`config.mk`:
```
export PLATFORM = sky130hd
export DESIGN_NAME = rq_reorder
export DESIGN_NICKNAME = d
export VERILOG_FILES = /design/src/rtl/rq_pkg.sv /design/src/rtl/rq_store.sv /design/src/rtl/rq_match.sv /design/src/rtl/rq_pick.sv /design/src/rtl/rq_reorder.sv
export SDC_FILE = /design/constraint.sdc
export NUM_CORES = 1
export LEC_CHECK = 0
export ABC_AREA = 1
export BUFFER_PORTS_ARGS = -buffer_cell sky130_fd_sc_hd__buf_2
export CAP_MARGIN = 15
export CELL_PAD_IN_SITES_DETAIL_PLACEMENT = 1
export CELL_PAD_IN_SITES_GLOBAL_PLACEMENT = 2
export CORE_UTILIZATION = 37
export DETAILED_ROUTE_END_ITERATION = 8
export PLACE_DENSITY = 0.86
export SYNTH_ARGS = -nofsm -noshare
export SYNTH_HDL_FRONTEND = slang
export SYNTH_SLANG_ARGS = --single-unit
```
`constraint.sdc`:
```
create_clock -name clk -period 7.9 [get_ports clk]
set_clock_uncertainty 0.15 [all_clocks]
set_input_delay 0 -clock clk [delete_from_list [all_inputs] [get_ports clk]]
set_output_delay 0 -clock clk [all_outputs]
set_load 0.03 [all_outputs]
```
`src/rtl/rq_pkg.sv`:
```
package rq_pkg;

   // which rule chose the entry presented at the dequeue port
   typedef enum logic [1:0] {
      PICK_AGED  = 2'd0,
      PICK_BURST = 2'd1,
      PICK_ROW   = 2'd2,
      PICK_ORDER = 2'd3
   } pick_e;

   // width of a per-entry overtake counter for a given limit
   function automatic int age_width(input int limit);
      return (limit > 0) ? $clog2(limit + 1) : 1;
   endfunction

endpackage

```
`src/rtl/rq_store.sv`:
```
module rq_store #(
   parameter int DEPTH     = 8,
   parameter int AW        = 16,
   parameter int TAG_W     = 8,
   parameter int AGE_LIMIT = 16,
   parameter int AGE_W     = 5,
   parameter int IDX_W     = 3,
   parameter int CNT_W     = 4
) (
   input  logic             clk,
   input  logic             rst,
   input  logic             enq_fire,
   input  logic [AW-1:0]    enq_addr,
   input  logic [TAG_W-1:0] enq_tag,
   input  logic             enq_write,
   input  logic             deq_fire,
   input  logic [IDX_W-1:0] deq_sel,
   output logic [AW-1:0]    slot_addr  [DEPTH],
   output logic [TAG_W-1:0] slot_tag   [DEPTH],
   output logic             slot_write [DEPTH],
   output logic [AGE_W-1:0] slot_age   [DEPTH],
   output logic [CNT_W-1:0] count
);

   localparam logic [AGE_W-1:0] AGE_CAP = AGE_W'(AGE_LIMIT);

   logic [CNT_W-1:0] cnt_q;
   logic [CNT_W-1:0] wr_idx;

   // new request lands just behind the last entry that survives this cycle
   assign wr_idx = cnt_q - CNT_W'(deq_fire);
   assign count  = cnt_q;

   always_ff @(posedge clk) begin
      if (rst) cnt_q <= '0;
      else     cnt_q <= cnt_q + CNT_W'(enq_fire) - CNT_W'(deq_fire);
   end

   for (genvar g = 0; g < DEPTH; g++) begin : g_slot
      logic [AW-1:0]    nb_addr;
      logic [TAG_W-1:0] nb_tag;
      logic             nb_write;
      logic [AGE_W-1:0] nb_age;
      logic             load_new;
      logic             shift_up;
      logic             bypassed;

      if (g < DEPTH - 1) begin : g_nb
         assign nb_addr  = slot_addr[g+1];
         assign nb_tag   = slot_tag[g+1];
         assign nb_write = slot_write[g+1];
         assign nb_age   = slot_age[g+1];
      end else begin : g_tail
         assign nb_addr  = '0;
         assign nb_tag   = '0;
         assign nb_write = 1'b0;
         assign nb_age   = '0;
      end

      assign load_new = enq_fire && (wr_idx == CNT_W'(g));
      assign shift_up = deq_fire && (IDX_W'(g) >= deq_sel);
      assign bypassed = deq_fire && (IDX_W'(g) < deq_sel) && (CNT_W'(g) < cnt_q);

      always_ff @(posedge clk) begin
         if (rst) begin
            slot_addr[g]  <= '0;
            slot_tag[g]   <= '0;
            slot_write[g] <= 1'b0;
            slot_age[g]   <= '0;
         end else if (load_new) begin
            slot_addr[g]  <= enq_addr;
            slot_tag[g]   <= enq_tag;
            slot_write[g] <= enq_write;
            slot_age[g]   <= '0;
         end else if (shift_up) begin
            slot_addr[g]  <= nb_addr;
            slot_tag[g]   <= nb_tag;
            slot_write[g] <= nb_write;
            slot_age[g]   <= nb_age;
         end else if (bypassed && (slot_age[g] != AGE_CAP)) begin
            slot_age[g]   <= slot_age[g] + AGE_W'(1);
         end
      end
   end

   AST_RESET_EMPTY: assert property (@(posedge clk) rst |=> (cnt_q == '0));
   AST_NO_UNDERFLOW: assert property (@(posedge clk) disable iff (rst)
      deq_fire |-> (cnt_q != '0));
   AST_NO_OVERFLOW: assert property (@(posedge clk) disable iff (rst)
      enq_fire |-> (cnt_q < CNT_W'(DEPTH) || deq_fire));
   AST_COUNT_STEP: assert property (@(posedge clk) disable iff (rst)
      (enq_fire != deq_fire) |=> (cnt_q != $past(cnt_q)));
   AST_COUNT_HOLD: assert property (@(posedge clk) disable iff (rst)
      (enq_fire == deq_fire) |=> (cnt_q == $past(cnt_q)));

endmodule

```
`src/rtl/rq_match.sv`:
```
module rq_match #(
   parameter int DEPTH     = 8,
   parameter int AW        = 16,
   parameter int ROW_LSB   = 10,
   parameter int ROW_W     = 6,
   parameter int BURST_LSB = 6,
   parameter int BURST_W   = 4,
   parameter int AGE_LIMIT = 16,
   parameter int AGE_W     = 5,
   parameter int CNT_W     = 4
) (
   input  logic               ref_valid,
   input  logic [ROW_W-1:0]   ref_row,
   input  logic [BURST_W-1:0] ref_burst,
   input  logic [AW-1:0]      slot_addr [DEPTH],
   input  logic [AGE_W-1:0]   slot_age  [DEPTH],
   input  logic [CNT_W-1:0]   count,
   output logic [DEPTH-1:0]   row_hit,
   output logic [DEPTH-1:0]   burst_hit,
   output logic [DEPTH-1:0]   aged
);

   for (genvar g = 0; g < DEPTH; g++) begin : g_cmp
      logic live;
      logic same_row;
      logic same_burst;

      assign live       = CNT_W'(g) < count;
      assign same_row   = slot_addr[g][ROW_LSB +: ROW_W] == ref_row;
      assign same_burst = slot_addr[g][BURST_LSB +: BURST_W] == ref_burst;

      assign row_hit[g]   = live && ref_valid && same_row;
      assign burst_hit[g] = live && ref_valid && same_row && same_burst;

      if (AGE_LIMIT > 0) begin : g_age
         assign aged[g] = live && (slot_age[g] >= AGE_W'(AGE_LIMIT));
      end else begin : g_noage
         logic unused_age;
         assign unused_age = ^slot_age[g];
         assign aged[g]    = 1'b0;
      end
   end

endmodule

```
`src/rtl/rq_pick.sv`:
```
module rq_pick
   import rq_pkg::*;
#(
   parameter int DEPTH = 8,
   parameter int IDX_W = 3
) (
   input  logic [DEPTH-1:0] aged,
   input  logic [DEPTH-1:0] burst_hit,
   input  logic [DEPTH-1:0] row_hit,
   output logic [IDX_W-1:0] sel,
   output pick_e            kind
);

   // lowest set bit = oldest candidate, since slot order is arrival order
   function automatic logic [IDX_W-1:0] oldest(input logic [DEPTH-1:0] vec);
      logic [IDX_W-1:0] idx;
      idx = '0;
      for (int i = DEPTH - 1; i >= 0; i--) begin
         if (vec[i]) idx = IDX_W'(i);
      end
      return idx;
   endfunction

   always_comb begin
      if (|aged) begin
         sel  = oldest(aged);
         kind = PICK_AGED;
      end else if (|burst_hit) begin
         sel  = oldest(burst_hit);
         kind = PICK_BURST;
      end else if (|row_hit) begin
         sel  = oldest(row_hit);
         kind = PICK_ROW;
      end else begin
         sel  = '0;
         kind = PICK_ORDER;
      end
   end

endmodule

```
`src/rtl/rq_reorder.sv`:
```
module rq_reorder
   import rq_pkg::*;
#(
   parameter int DEPTH     = 8,
   parameter int AW        = 16,
   parameter int TAG_W     = 8,
   parameter int ROW_LSB   = 10,
   parameter int ROW_W     = 6,
   parameter int BURST_LSB = 6,
   parameter int BURST_W   = 4,
   parameter int AGE_LIMIT = 16,
   localparam int IDX_W    = $clog2(DEPTH),
   localparam int CNT_W    = $clog2(DEPTH + 1),
   localparam int AGE_W    = rq_pkg::age_width(AGE_LIMIT)
) (
   input  logic             clk,
   input  logic             rst,
   input  logic             enq_valid,
   output logic             enq_ready,
   input  logic [AW-1:0]    enq_addr,
   input  logic [TAG_W-1:0] enq_tag,
   input  logic             enq_write,
   output logic             deq_valid,
   input  logic             deq_ready,
   output logic [AW-1:0]    deq_addr,
   output logic [TAG_W-1:0] deq_tag,
   output logic             deq_write,
   output logic [CNT_W-1:0] occupancy
);

   // elaboration-time parameter checks
   if (DEPTH < 2) begin : g_bad_depth
      $error("rq_reorder: DEPTH must be at least 2");
   end
   if (ROW_LSB + ROW_W > AW) begin : g_bad_row
      $error("rq_reorder: row field exceeds address width");
   end
   if (BURST_LSB + BURST_W > AW) begin : g_bad_burst
      $error("rq_reorder: burst field exceeds address width");
   end
   if (AGE_LIMIT < 0) begin : g_bad_age
      $error("rq_reorder: AGE_LIMIT must not be negative");
   end

   logic [AW-1:0]      slot_addr  [DEPTH];
   logic [TAG_W-1:0]   slot_tag   [DEPTH];
   logic               slot_write [DEPTH];
   logic [AGE_W-1:0]   slot_age   [DEPTH];
   logic [CNT_W-1:0]   count;
   logic [DEPTH-1:0]   row_hit, burst_hit, aged;
   logic [IDX_W-1:0]   sel;
   pick_e              kind;
   logic               enq_fire, deq_fire;
   logic               ref_valid;
   logic [ROW_W-1:0]   ref_row;
   logic [BURST_W-1:0] ref_burst;

   assign enq_ready = count != CNT_W'(DEPTH);
   assign deq_valid = count != '0;
   assign enq_fire  = enq_valid && enq_ready;
   assign deq_fire  = deq_valid && deq_ready;
   assign occupancy = count;

   assign deq_addr  = slot_addr[sel];
   assign deq_tag   = slot_tag[sel];
   assign deq_write = slot_write[sel];

   // row and burst of the request that issued last
   always_ff @(posedge clk) begin
      if (rst) begin
         ref_valid <= 1'b0;
         ref_row   <= '0;
         ref_burst <= '0;
      end else if (deq_fire) begin
         ref_valid <= 1'b1;
         ref_row   <= deq_addr[ROW_LSB +: ROW_W];
         ref_burst <= deq_addr[BURST_LSB +: BURST_W];
      end
   end

   rq_store #(
      .DEPTH(DEPTH), .AW(AW), .TAG_W(TAG_W), .AGE_LIMIT(AGE_LIMIT),
      .AGE_W(AGE_W), .IDX_W(IDX_W), .CNT_W(CNT_W)
   ) u_store (
      .clk        (clk),
      .rst        (rst),
      .enq_fire   (enq_fire),
      .enq_addr   (enq_addr),
      .enq_tag    (enq_tag),
      .enq_write  (enq_write),
      .deq_fire   (deq_fire),
      .deq_sel    (sel),
      .slot_addr  (slot_addr),
      .slot_tag   (slot_tag),
      .slot_write (slot_write),
      .slot_age   (slot_age),
      .count      (count)
   );

   rq_match #(
      .DEPTH(DEPTH), .AW(AW), .ROW_LSB(ROW_LSB), .ROW_W(ROW_W),
      .BURST_LSB(BURST_LSB), .BURST_W(BURST_W), .AGE_LIMIT(AGE_LIMIT),
      .AGE_W(AGE_W), .CNT_W(CNT_W)
   ) u_match (
      .ref_valid (ref_valid),
      .ref_row   (ref_row),
      .ref_burst (ref_burst),
      .slot_addr (slot_addr),
      .slot_age  (slot_age),
      .count     (count),
      .row_hit   (row_hit),
      .burst_hit (burst_hit),
      .aged      (aged)
   );

   rq_pick #(.DEPTH(DEPTH), .IDX_W(IDX_W)) u_pick (
      .aged      (aged),
      .burst_hit (burst_hit),
      .row_hit   (row_hit),
      .sel       (sel),
      .kind      (kind)
   );

   logic [DEPTH-1:0] older_than_sel;
   assign older_than_sel = (DEPTH'(1) << sel) - DEPTH'(1);

   AST_AGED_OUT: assert property (@(posedge clk) disable iff (rst)
      (deq_valid && |aged) |-> (aged[sel] && kind == PICK_AGED));
   AST_BURST_FIRST: assert property (@(posedge clk) disable iff (rst)
      (deq_valid && !(|aged) && |burst_hit) |-> burst_hit[sel]);
   AST_ROW_NEXT: assert property (@(posedge clk) disable iff (rst)
      (deq_valid && !(|aged) && !(|burst_hit) && |row_hit) |-> row_hit[sel]);
   AST_OLDEST_WINS: assert property (@(posedge clk) disable iff (rst)
      (deq_valid && !(|aged) && |burst_hit) |-> ((burst_hit & older_than_sel) == '0));
   AST_YOUNGEST_HELD: assert property (@(posedge clk) disable iff (rst)
      (deq_valid && count > CNT_W'(1) && !(|aged) && !(|row_hit))
         |-> (CNT_W'(sel) != count - CNT_W'(1)));
   AST_SEL_LIVE: assert property (@(posedge clk) disable iff (rst)
      deq_valid |-> (CNT_W'(sel) < count));
   AST_FULL_BLOCKS: assert property (@(posedge clk) disable iff (rst)
      (count == CNT_W'(DEPTH) && !deq_fire) |=> (count == CNT_W'(DEPTH)));
   AST_FIRST_IS_OLDEST: assert property (@(posedge clk)
      rst |=> !ref_valid);

endmodule

```
==> results of run 1 <==
[critical path: stages, from the launching register on]
cell and delay [ps]:
dfxtp_1 640, inv_2 230, nand2_1 110, nand2_1 50, inv_1 60, nand2_1 70
nor2_1 250, nand2_1 150, nand2_1 90, nor2_1 50, nand2_1 80, nand2_1 50
nor2_1 100, a21oi_1 90, nand2_2 720, nand2_4 90, inv_2 460, buf_4 490
nand2_1 110, o211ai_1 140, nand4_1 290, buf_2 280
[worst min-delay path by stage]
stage                     slack (ps)                             to  cells past startpoint          from
after floorplan                   10  u_store.g_slot[2].nb_addr[10]                      2  enq_addr[10]
after detailed placement         170    u_store.g_slot[2].nb_tag[5]                      3    enq_tag[5]
after global routing             200   u_store.g_slot[2].nb_addr[5]                      4   enq_addr[5]
after global placement           160     u_store.g_slot[2].nb_write                      3     enq_write
after CTS                        160    u_store.g_slot[2].nb_tag[6]                      4    enq_tag[6]
final                            180    u_store.g_slot[2].nb_tag[5]                      4    enq_tag[5]
[cell usage after synthesis, types with 2 or more instances]
| cell type | instances |
|---|---|
| a31oi_1 | 32 |
| inv_1 | 262 |
| buf_6 | 4 |
| xor2_1 | 23 |
| clkinv_1 | 5 |
| clkbuf_1 | 92 |
| nor2_1 | 340 |
| nand2_1 | 676 |
| nand2_4 | 6 |
| o22ai_1 | 25 |
| buf_1 | 2 |
| o21ai_0 | 296 |
| or2_2 | 2 |
| buf_2 | 33 |
| buf_4 | 13 |
| a21oi_1 | 94 |
| xnor2_1 | 30 |
| dfxtp_1 | 250 |
| inv_2 | 15 |
| o211ai_1 | 45 |
| a21oi_2 | 2 |
| nand2_2 | 5 |
| o21ai_1 | 41 |
| nand4_1 | 33 |
| nor2_2 | 7 |
| ha_1 | 23 |
| nand3_1 | 143 |
| nor3_1 | 33 |
| nand3b_1 | 5 |
[what timing repair did]
item                                   4_1_cts  5_1_grt
gates resized for setup                      0        0
hold buffers                                28        0
endpoints found under the hold margin      215        0
[flip-flops by register name (all words and copies together), names as in the netlist]
signal,flops
ref_burst,4
u_store.g_slot.nb_addr,112
u_store.g_slot.nb_tag,56
u_store.slot_age,5
u_store.g_slot.nb_age,30
u_store.slot_tag,8
u_store.slot_write,1
u_store.count,4
u_store.g_slot.nb_write,7
ref_valid,1
u_store.slot_addr,16
ref_row,6
[metal layers]
layer / part of all wire / GRT usage / routed length [um]
met1: 0.47 / 0.380 / 29200
met3: 0.038 / 0.0328 / 2380
met5: 0 / 0 / 0
met2: 0.47 / 0.492 / 29300
met4: 0.024 / 0.0841 / 1500
[logic make-up after synthesis]
family                   Yosys count
flip-flops                       250
XOR/XNOR                          53
adder cells (fa/ha/maj)           24
AO/OA/AOI/OAI                    541
buffers and inverters            428
AND/OR/NAND/NOR                 1256
multiplexers                       1
[per-stage QoR]
stage	util	instance area [um2]	hold WS, ps
3_3_place_gp	0.392	16100	160
6_report	0.427	17600	183
5_1_grt	0.427	17600	195
2_1_floorplan	-	15600	13.1
3_5_place_dp	0.392	16200	166
4_1_cts	0.425	17500	155
[placed cells by master, fill, tap and decap left out, types with 25 or more instances in the layout]
| master | instances |
|---|---|
| nand4_1 | 33 |
| nor2_1 | 338 |
| dfxtp_1 | 250 |
| a21oi_1 | 94 |
| o21ai_0 | 296 |
| a31oi_1 | 32 |
| xnor2_1 | 30 |
| o22ai_1 | 25 |
| inv_1 | 261 |
| nand2_1 | 675 |
| nor3_1 | 32 |
| buf_2 | 59 |
| o21ai_1 | 41 |
| o211ai_1 | 45 |
| clkbuf_16 | 35 |
| dlygate4sd3_1 | 28 |
| nand3_1 | 140 |
[layout make-up]
cell class                      instances  area, um2
Clock buffer                           52       1000
Clock inverter                          7       63.8
Fill cell                            5493      23600
Inverter                              284       1070
Multi-Input combinational cell       1875       8940
Sequential cell                       250       5000
Tap cell                              532        666
Timing Repair Buffer                  113        838
==> flow_summary.json, run 1 <==
{
  "outcome": "finished clean",
  "vias_per_cell": 5.46,
  "die_h_um": 207,
  "die_w_um": 207,
  "ys_top_cells_by_area": "dfxtp_1 32%, nand2_1 16%, o21ai_0 9.5%",
  "num_antenna_cells": 0,
  "setup_tns_ps": 0,
  "drc": 0,
  "maxCapViolations": 0,
  "path_max_fanout": 41,
  "first_iter_violations": 1050,
  "ys_ff_latch": 250,
  "cp.arrival_ps": 5180,
  "cts_num_sinks": 250,
  "synth_top_area_share": 0.320,
  "wl_mm": 62.3,
  "synth_top_family_by_area": "simple AND/OR/NAND/NOR gates",
  "cts_buffers": 34,
  "synth_fa_ha_area_frac": 0.0197,
  "final_hold_viol_count": 0,
  "synthArstFlopShare": 0,
  "ys_warn_count": 0,
  "dr.pass1.iters": 5,
  "gp_congestion": 0.962,
  "initial_core_util": 0.379,
  "finalSetupViolCount": 0,
  "synth-simple-area-share": 0.331,
  "ys_types": 45,
  "clk_pin_slew_ps": 60,
  "synthXorXnorAreaFrac": 0.0297,
  "synthMuxAreaShare": 0.000721,
  "fin_cells": 3113,
  "cts.root.buffer_cell": "clkbuf_16",
  "ioPinCount": 60,
  "dieArea_mm2": 0.0431,
  "regToRegSetupSlack_ps": 2730,
  "slew_headroom": 0.282,
  "routedWlPerCell_um": 20.0,
  "worstPathRequired_ps": 7750,
  "ys_seq_area_frac": 0.320,
  "synth-edff-count": 0,
  "synth_ff_type": "dfxtp_1",
  "grt_usage": 0.288,
  "synth_compound_area_frac": 0.188,
  "syn_area_mm2": 0.0156,
  "grt.overflow.total": 0,
  "clock_latency_ps": 540,
  "dp_hpwl_mm": 41.1,
  "grt_max_degree": 109,
  "drive_gt1_frac": 0.0728,
  "portBuffers": 59,
  "crit_path_end": "deq_addr[5]",
  "route.vias.total": 17000,
  "final_antenna_net_count": 0,
  "grt_pass1_vias": 17300,
  "nets": 2611,
  "reg2regPathDepth": 18,
  "finalWorstSetupSlack_ps": 2570,
  "crit_type": "reg2out",
  "start_kind": "flop",
  "max_freq_mhz": 188,
  "dp_slack_ps": 2430,
  "core_mm2": 0.0412,
  "crit_start": "ref_row[3]",
  "fin_crit_ps": 5330,
  "rsz0062_at_grt": "false",
  "cts_buffer_depth": 3,
  "fin_crit_sh": 0.675,
  "yosysTopAreaCell": "dfxtp_1",
  "drv_slew": 0,
  "worst_pin_slew_ps": 1080,
  "postCtsSetupRepairBufs": 0,
  "placed_cells": 3023,
  "synth.avg_cell_area_um2": 6.12,
  "cts_tree": "yes",
  "end_kind": "primary output",
  "num_rows": 74,
  "antenna_found_initial": 0,
  "r2r_start": "u_store.count[2]",
  "grt_first_pass_wirelength_mm": 98.4,
  "cts_htree_levels": 2,
  "r2r-end": "u_store.g_slot[1].nb_tag[5]",
  "hold_path.class": "in2reg",
  "synth_fp_nets": 2606,
  "syn2layout_area_growth_pct": 12.5,
  "syn_inst": 2553
}
Power of run 1 is left out: the tool's default activity adds up to more than one toggle a clock period on the data nets, which glitch-free logic cannot reach.
==> run 2: changes to the inputs <==
Settings changed: CORE_UTILIZATION 37 to 31, PLACE_DENSITY 0.86 to 0.77.
Clock period 7.9 ns to 4.3 ns, I/O delays scaled along.
==> run 2 against run 1 <==
  * Cell count rose by 5.3%
  * Flip-flop and latch count unchanged
  * Clock-buffer cell count increased by 3
==> flow_summary.json, run 2 (synthesis gave the netlist of run 1 again) <==
{
  "dr.pass1.iters": 5,
  "final_hold_viol_count": 0,
  "drv_slew": 0,
  "vias_per_cell": 5.19,
  "reg2regPathDepth": 20,
  "dp_hpwl_mm": 44.7,
  "first_iter_violations": 988,
  "cts_buffers": 35,
  "worstPathRequired_ps": 4150,
  "initial_core_util": 0.317,
  "slowest_delay_ps": 380,
  "crit_type": "reg2out",
  "fin_crit_ps": 4080,
  "routed.top_layer": "met4",
  "grt.overflow.total": 0,
  "largest_reg_flops": 112,
  "antenna_found_initial": 0,
  "cts.root.buffer_cell": "clkbuf_16",
  "post-route-util": 0.369,
  "fin_crit_sh": 0.948,
  "hold_path.class": "in2reg",
  "grt_pass1_vias": 17200,
  "cts_htree_levels": 2,
  "fillerInstances": 6503,
  "num_antenna_cells": 0,
  "path_max_fanout": 60,
  "wl_mm": 66.3,
  "portBuffers": 59,
  "crit_chain": "inv_1, nand2_1, nand2_1, nand3_1, nor2_1, nand3_1, nand2_1, nor2_2, nand2_1, nor2_1, a21oi_1, nand2_2, nand2_4, inv_2, buf_12, o211ai_1, nand4_1, buf_2",
  "max_freq_mhz": 245,
  "rsz0062_at_grt": "false",
  "gp_congestion": 0.864,
  "end_kind": "primary output",
  "nets": 2639,
  "route.vias.total": 17000,
  "finalSetupViolCount": 0,
  "final_cell_mix": "674 x nand2_1, 334 x nor2_1, 296 x o21ai_0",
  "dieArea_mm2": 0.0513,
  "routedWlPerCell_um": 20.2,
  "drc": 0,
  "clk_pin_slew_ps": 60,
  "layout_commonest_cell": "nand2_1",
  "die_h_um": 226,
  "crit_top_cell": "nand2_1",
  "grt_usage": 0.261,
  "cts_tree": "yes",
  "core_mm2": 0.0494,
  "num_rows": 81,
  "grt_first_pass_wirelength_mm": 102,
  "dr_wl_met2_mm": 31.3,
  "cts_num_sinks": 250,
  "slew_headroom": 0.267,
  "final_antenna_net_count": 0,
  "ioPinCount": 60,
  "wl_met1_mm": 30.4,
  "clock_latency_ps": 570,
  "start_kind": "flop",
  "maxCapViolations": 0,
  "crit_slowest_cell": "dfxtp_1",
  "cts_buffer_depth": 3,
  "cp.arrival_ps": 3930,
  "outcome": "finished clean",
  "drive_gt1_frac": 0.0903,
  "worst_pin_slew_ps": 1080,
  "dr_wl_met3_mm": 2.40,
  "holdPathStages": 6,
  "syn2layout_area_growth_pct": 16.6,
  "die_w_um": 226,
  "grt_max_degree": 79
}
==> run 2: cell types whose count changed in the layout (fill, tap and decap cells not counted), sizes merged <==
cell         change
buf             +25
clkbuf           +3
clkinv           +2
dlygate4sd3      +2
==> run 2: layer usage <==
| metal | global-route usage | up-vias |
|---|---|---|
| met5 | 0 | - |
| met4 | 0.0992 | 0 |
| met3 | 0.0323 | 120 |
| met2 | 0.442 | 318 |
| met1 | 0.338 | 8270 |
| li1 | - | 8290 |
==> run 2: through the flow <==
stage	worst slack [ps]	TNS, ps	hold slack (ps)	cell area, um2	std cells
floorplan	178	0	13.1	15600	2553
global placement	160	0	167	16600	3182
detailed placement	110	0	174	16600	3183
CTS	-120	-590	19.0	18100	3277
global route	17.6	0	113	18200	3277
finish	223	0	20.1	18200	3277
==> run 2: final timing paths <==
check                                    from  slack [ps]                      endpoint
setup / recovery                 ref_burst[1]         220                     deq_write
hold / removal                      enq_valid          20              u_store.count[0]
setup reg to reg                 ref_burst[1]         440  u_store.g_slot[1].nb_addr[9]
hold reg to reg   u_store.g_slot[4].nb_tag[5]         340   u_store.g_slot[4].nb_tag[5]
==> run 2: area by class of cell <==
cell class	count	area (um2)	share of cell area
timing repair buffer	140	1120	0.0616
sequential	250	5010	0.275
inverter	284	1070	0.0590
clock buffer	55	1120	0.0617
clock inverter	9	88.8	0.00487
multi-input combinational	1875	8970	0.492
tap	664	831	0.0456
==> run 2: repair_timing <==
action | in CTS | in global routing
resized for setup | 1 | 25
hold buffers | 30 | 0
setup buffers | 0 | 0
endpoints found under the hold margin | 227 | 0
endpoints found under the setup margin | 25 | 27
pin swaps | 0 | 1
==> run 2: worst max-delay path, delay by kind of cell (launching register included) <==
kind,cells,cell delay (ps)
and+or+nand+nor,12,1650
AOI/OAI and AO/OA,2,540
buffers and inverters,4,740
DFF,1,380
Power of run 2 is left out for the same reason.
==> run 3: changes to the inputs <==
Settings changed: BUFFER_PORTS_ARGS -buffer_cell sky130_fd_sc_hd__buf_2 to default, CAP_MARGIN 15 to default, CORE_UTILIZATION 31 to 32, DONT_BUFFER_PORTS from default to 1, PLACE_DENSITY 0.77 to 0.73.
==> run 3 against run 2 <==
  * Non-clock buffer count fell by 37
  * Cell area fell by 1.1%
  * Global-route usage rose by 0.29 points
  * Setup slack got worse by 22 ps
  * Largest cell class unchanged
  * Via count fell by 0.90%
  * Wire length fell by 1.0%
==> flow_summary.json, run 3 (synthesis gave the netlist of run 1 again) <==
{
  "outcome": "finished clean",
  "worstPathRequired_ps": 4150,
  "crit_slowest_cell": "inv_2",
  "regToRegSetupSlack_ps": 360,
  "grt_usage": 0.264,
  "route.vias.total": 16800,
  "first_iter_violations": 984,
  "max_freq_mhz": 244,
  "routedWlPerCell_um": 20.6,
  "clock_latency_ps": 560,
  "holdPathStages": 3,
  "critPathBufInv": 7,
  "nets": 2602,
  "portBuffers": 0,
  "cts_tree": "yes",
  "cts.root.buffer_cell": "clkbuf_16",
  "die_h_um": 223,
  "r2r_start": "u_store.count[2]",
  "antenna_found_initial": 1,
  "largest_reg_flops": 112,
  "final_cell_mix": "675 x nand2_1, 335 x nor2_1, 296 x o21ai_0",
  "die_w_um": 223,
  "path_delay_family": "simple AND/OR/NAND/NOR gates",
  "finalSetupViolCount": 0,
  "syn2layout_area_growth_pct": 15.3,
  "slew_headroom": 0.276,
  "core_mm2": 0.0479,
  "fillerInstances": 6287,
  "whs_endpoint": "u_store.g_slot[2].nb_tag[5]",
  "gp_congestion": 0.856,
  "crit_chain": "buf_4, clkinvlp_4, buf_12, nand2_1, nand2_1, inv_1, nand2_1, nor2_1, nand2_1, nand2_1, nor2_1, nand2_1, nand3_1, o21bai_1, nand2_1, nand2_4, nand2_2, inv_2, buf_4, nand3_1, nand2_1, nor2_1, inv_1",
  "drc": 0,
  "drive_gt1_frac": 0.0743,
  "dieArea_mm2": 0.0497,
  "initial_core_util": 0.326,
  "reg2regPathDepth": 17,
  "cts_buffer_depth": 3,
  "fin_cells": 3189,
  "maxCapViolations": 0,
  "cts_num_sinks": 250,
  "crit_type": "reg2out",
  "cp.arrival_ps": 3950,
  "layout_commonest_cell": "nand2_1",
  "dr.pass1.iters": 5,
  "crit_top_cell": "nand2_1",
  "dp_hpwl_mm": 44.9,
  "cts_htree_levels": 2,
  "grt_max_degree": 123,
  "cts_buffers": 35,
  "path_max_fanout": 11,
  "wl_mm": 65.7,
  "worst_pin_slew_ps": 1080,
  "slowest_delay_ps": 320,
  "rsz0062_at_grt": "false",
  "r2r-end": "u_store.g_slot[5].nb_addr[13]",
  "final_antenna_net_count": 0,
  "fin_crit_ps": 4100,
  "grt_first_pass_wirelength_mm": 102,
  "drv_slew": 0,
  "hold_path.class": "in2reg",
  "grt_pass1_vias": 17100,
  "setup_tns_ps": 0,
  "fin_crit_sh": 0.953,
  "vias_per_cell": 5.28,
  "num_rows": 80,
  "worstHoldStart": "enq_tag[5]",
  "regArea_mm2": 0.00501,
  "final_hold_viol_count": 0,
  "grt.overflow.total": 0,
  "ioPinCount": 60,
  "placed_cells": 3094,
  "clk_pin_slew_ps": 60,
  "multiInputGateArea_mm2": 0.00896,
  "start_kind": "flop",
  "end_kind": "primary output"
}
## run 3: changes by cell type in the layout (fill, tap and decap cells not counted), sizes merged
cell      delta
clkinv       -6
bufinv       +2
clkbuf       -3
buf         -37
diode        +2
clkinvlp     +3
## run 3: per-layer routing
layer,track usage,vias up,routed length [um]
met5,0,-,0
met4,0.0819,0,1670
met3,0.0308,89,2520
met2,0.436,325,30000
met1,0.359,8206,31500
li1,-,8225,-
## run 3: final cells by class
type / instances / share of cell area
sequential: 250 / 0.278
inverter: 284 / 0.0601
multi-input combinational: 1875 / 0.498
timing repair buffer: 103 / 0.0558
antenna: 2 / 0.000278
tap: 615 / 0.0427
clock inverter: 8 / 0.00736
clock buffer: 52 / 0.0583
## run 3: what timing repair did
action / in CTS / in global routing
hold endpoints to repair: 245 / 0
hold buffers: 31 / 0
pin swaps: 0 / 0
resized for setup: 5 / 14
buffers inserted: 0 / 2
setup endpoints to repair: 21 / 40
## run 3: worst max-delay path by stage
stage / from / end / slack (ps) / cells past startpoint
finish: ref_row[1] / deq_addr[6] / 200 / 23
global route: u_store.count[2] / deq_addr[1] / 6 / 19
CTS: ref_burst[0] / deq_addr[14] / 40 / 18
detailed placement: u_store.count[2] / u_store.g_slot[2].nb_age[0] / 60 / 16
global placement: u_store.count[2] / u_store.g_slot[2].nb_age[0] / 410 / 16
floorplan: u_store.count[2] / u_store.g_slot[1].nb_addr[8] / 180 / 18
## run 3: stage by stage
stage,hold slack (ps),instance area (um2),setup WS (ps),utilization
2_1_floorplan,13.1,15600,178,-
3_3_place_gp,-66.5,16400,408,0.342
3_5_place_dp,-63.2,16400,56.4,0.342
4_1_cts,73.2,17900,35.4,0.374
5_1_grt,105,18000,6.04,0.376
6_report,103,18000,201,0.376
## run 3: tightest hold or removal path, cell delays in order
cell and delay, ps:
dlygate4sd3_1 600, nand2_1 90, a31oi_1 80
Power of run 3 is left out for the same reason.
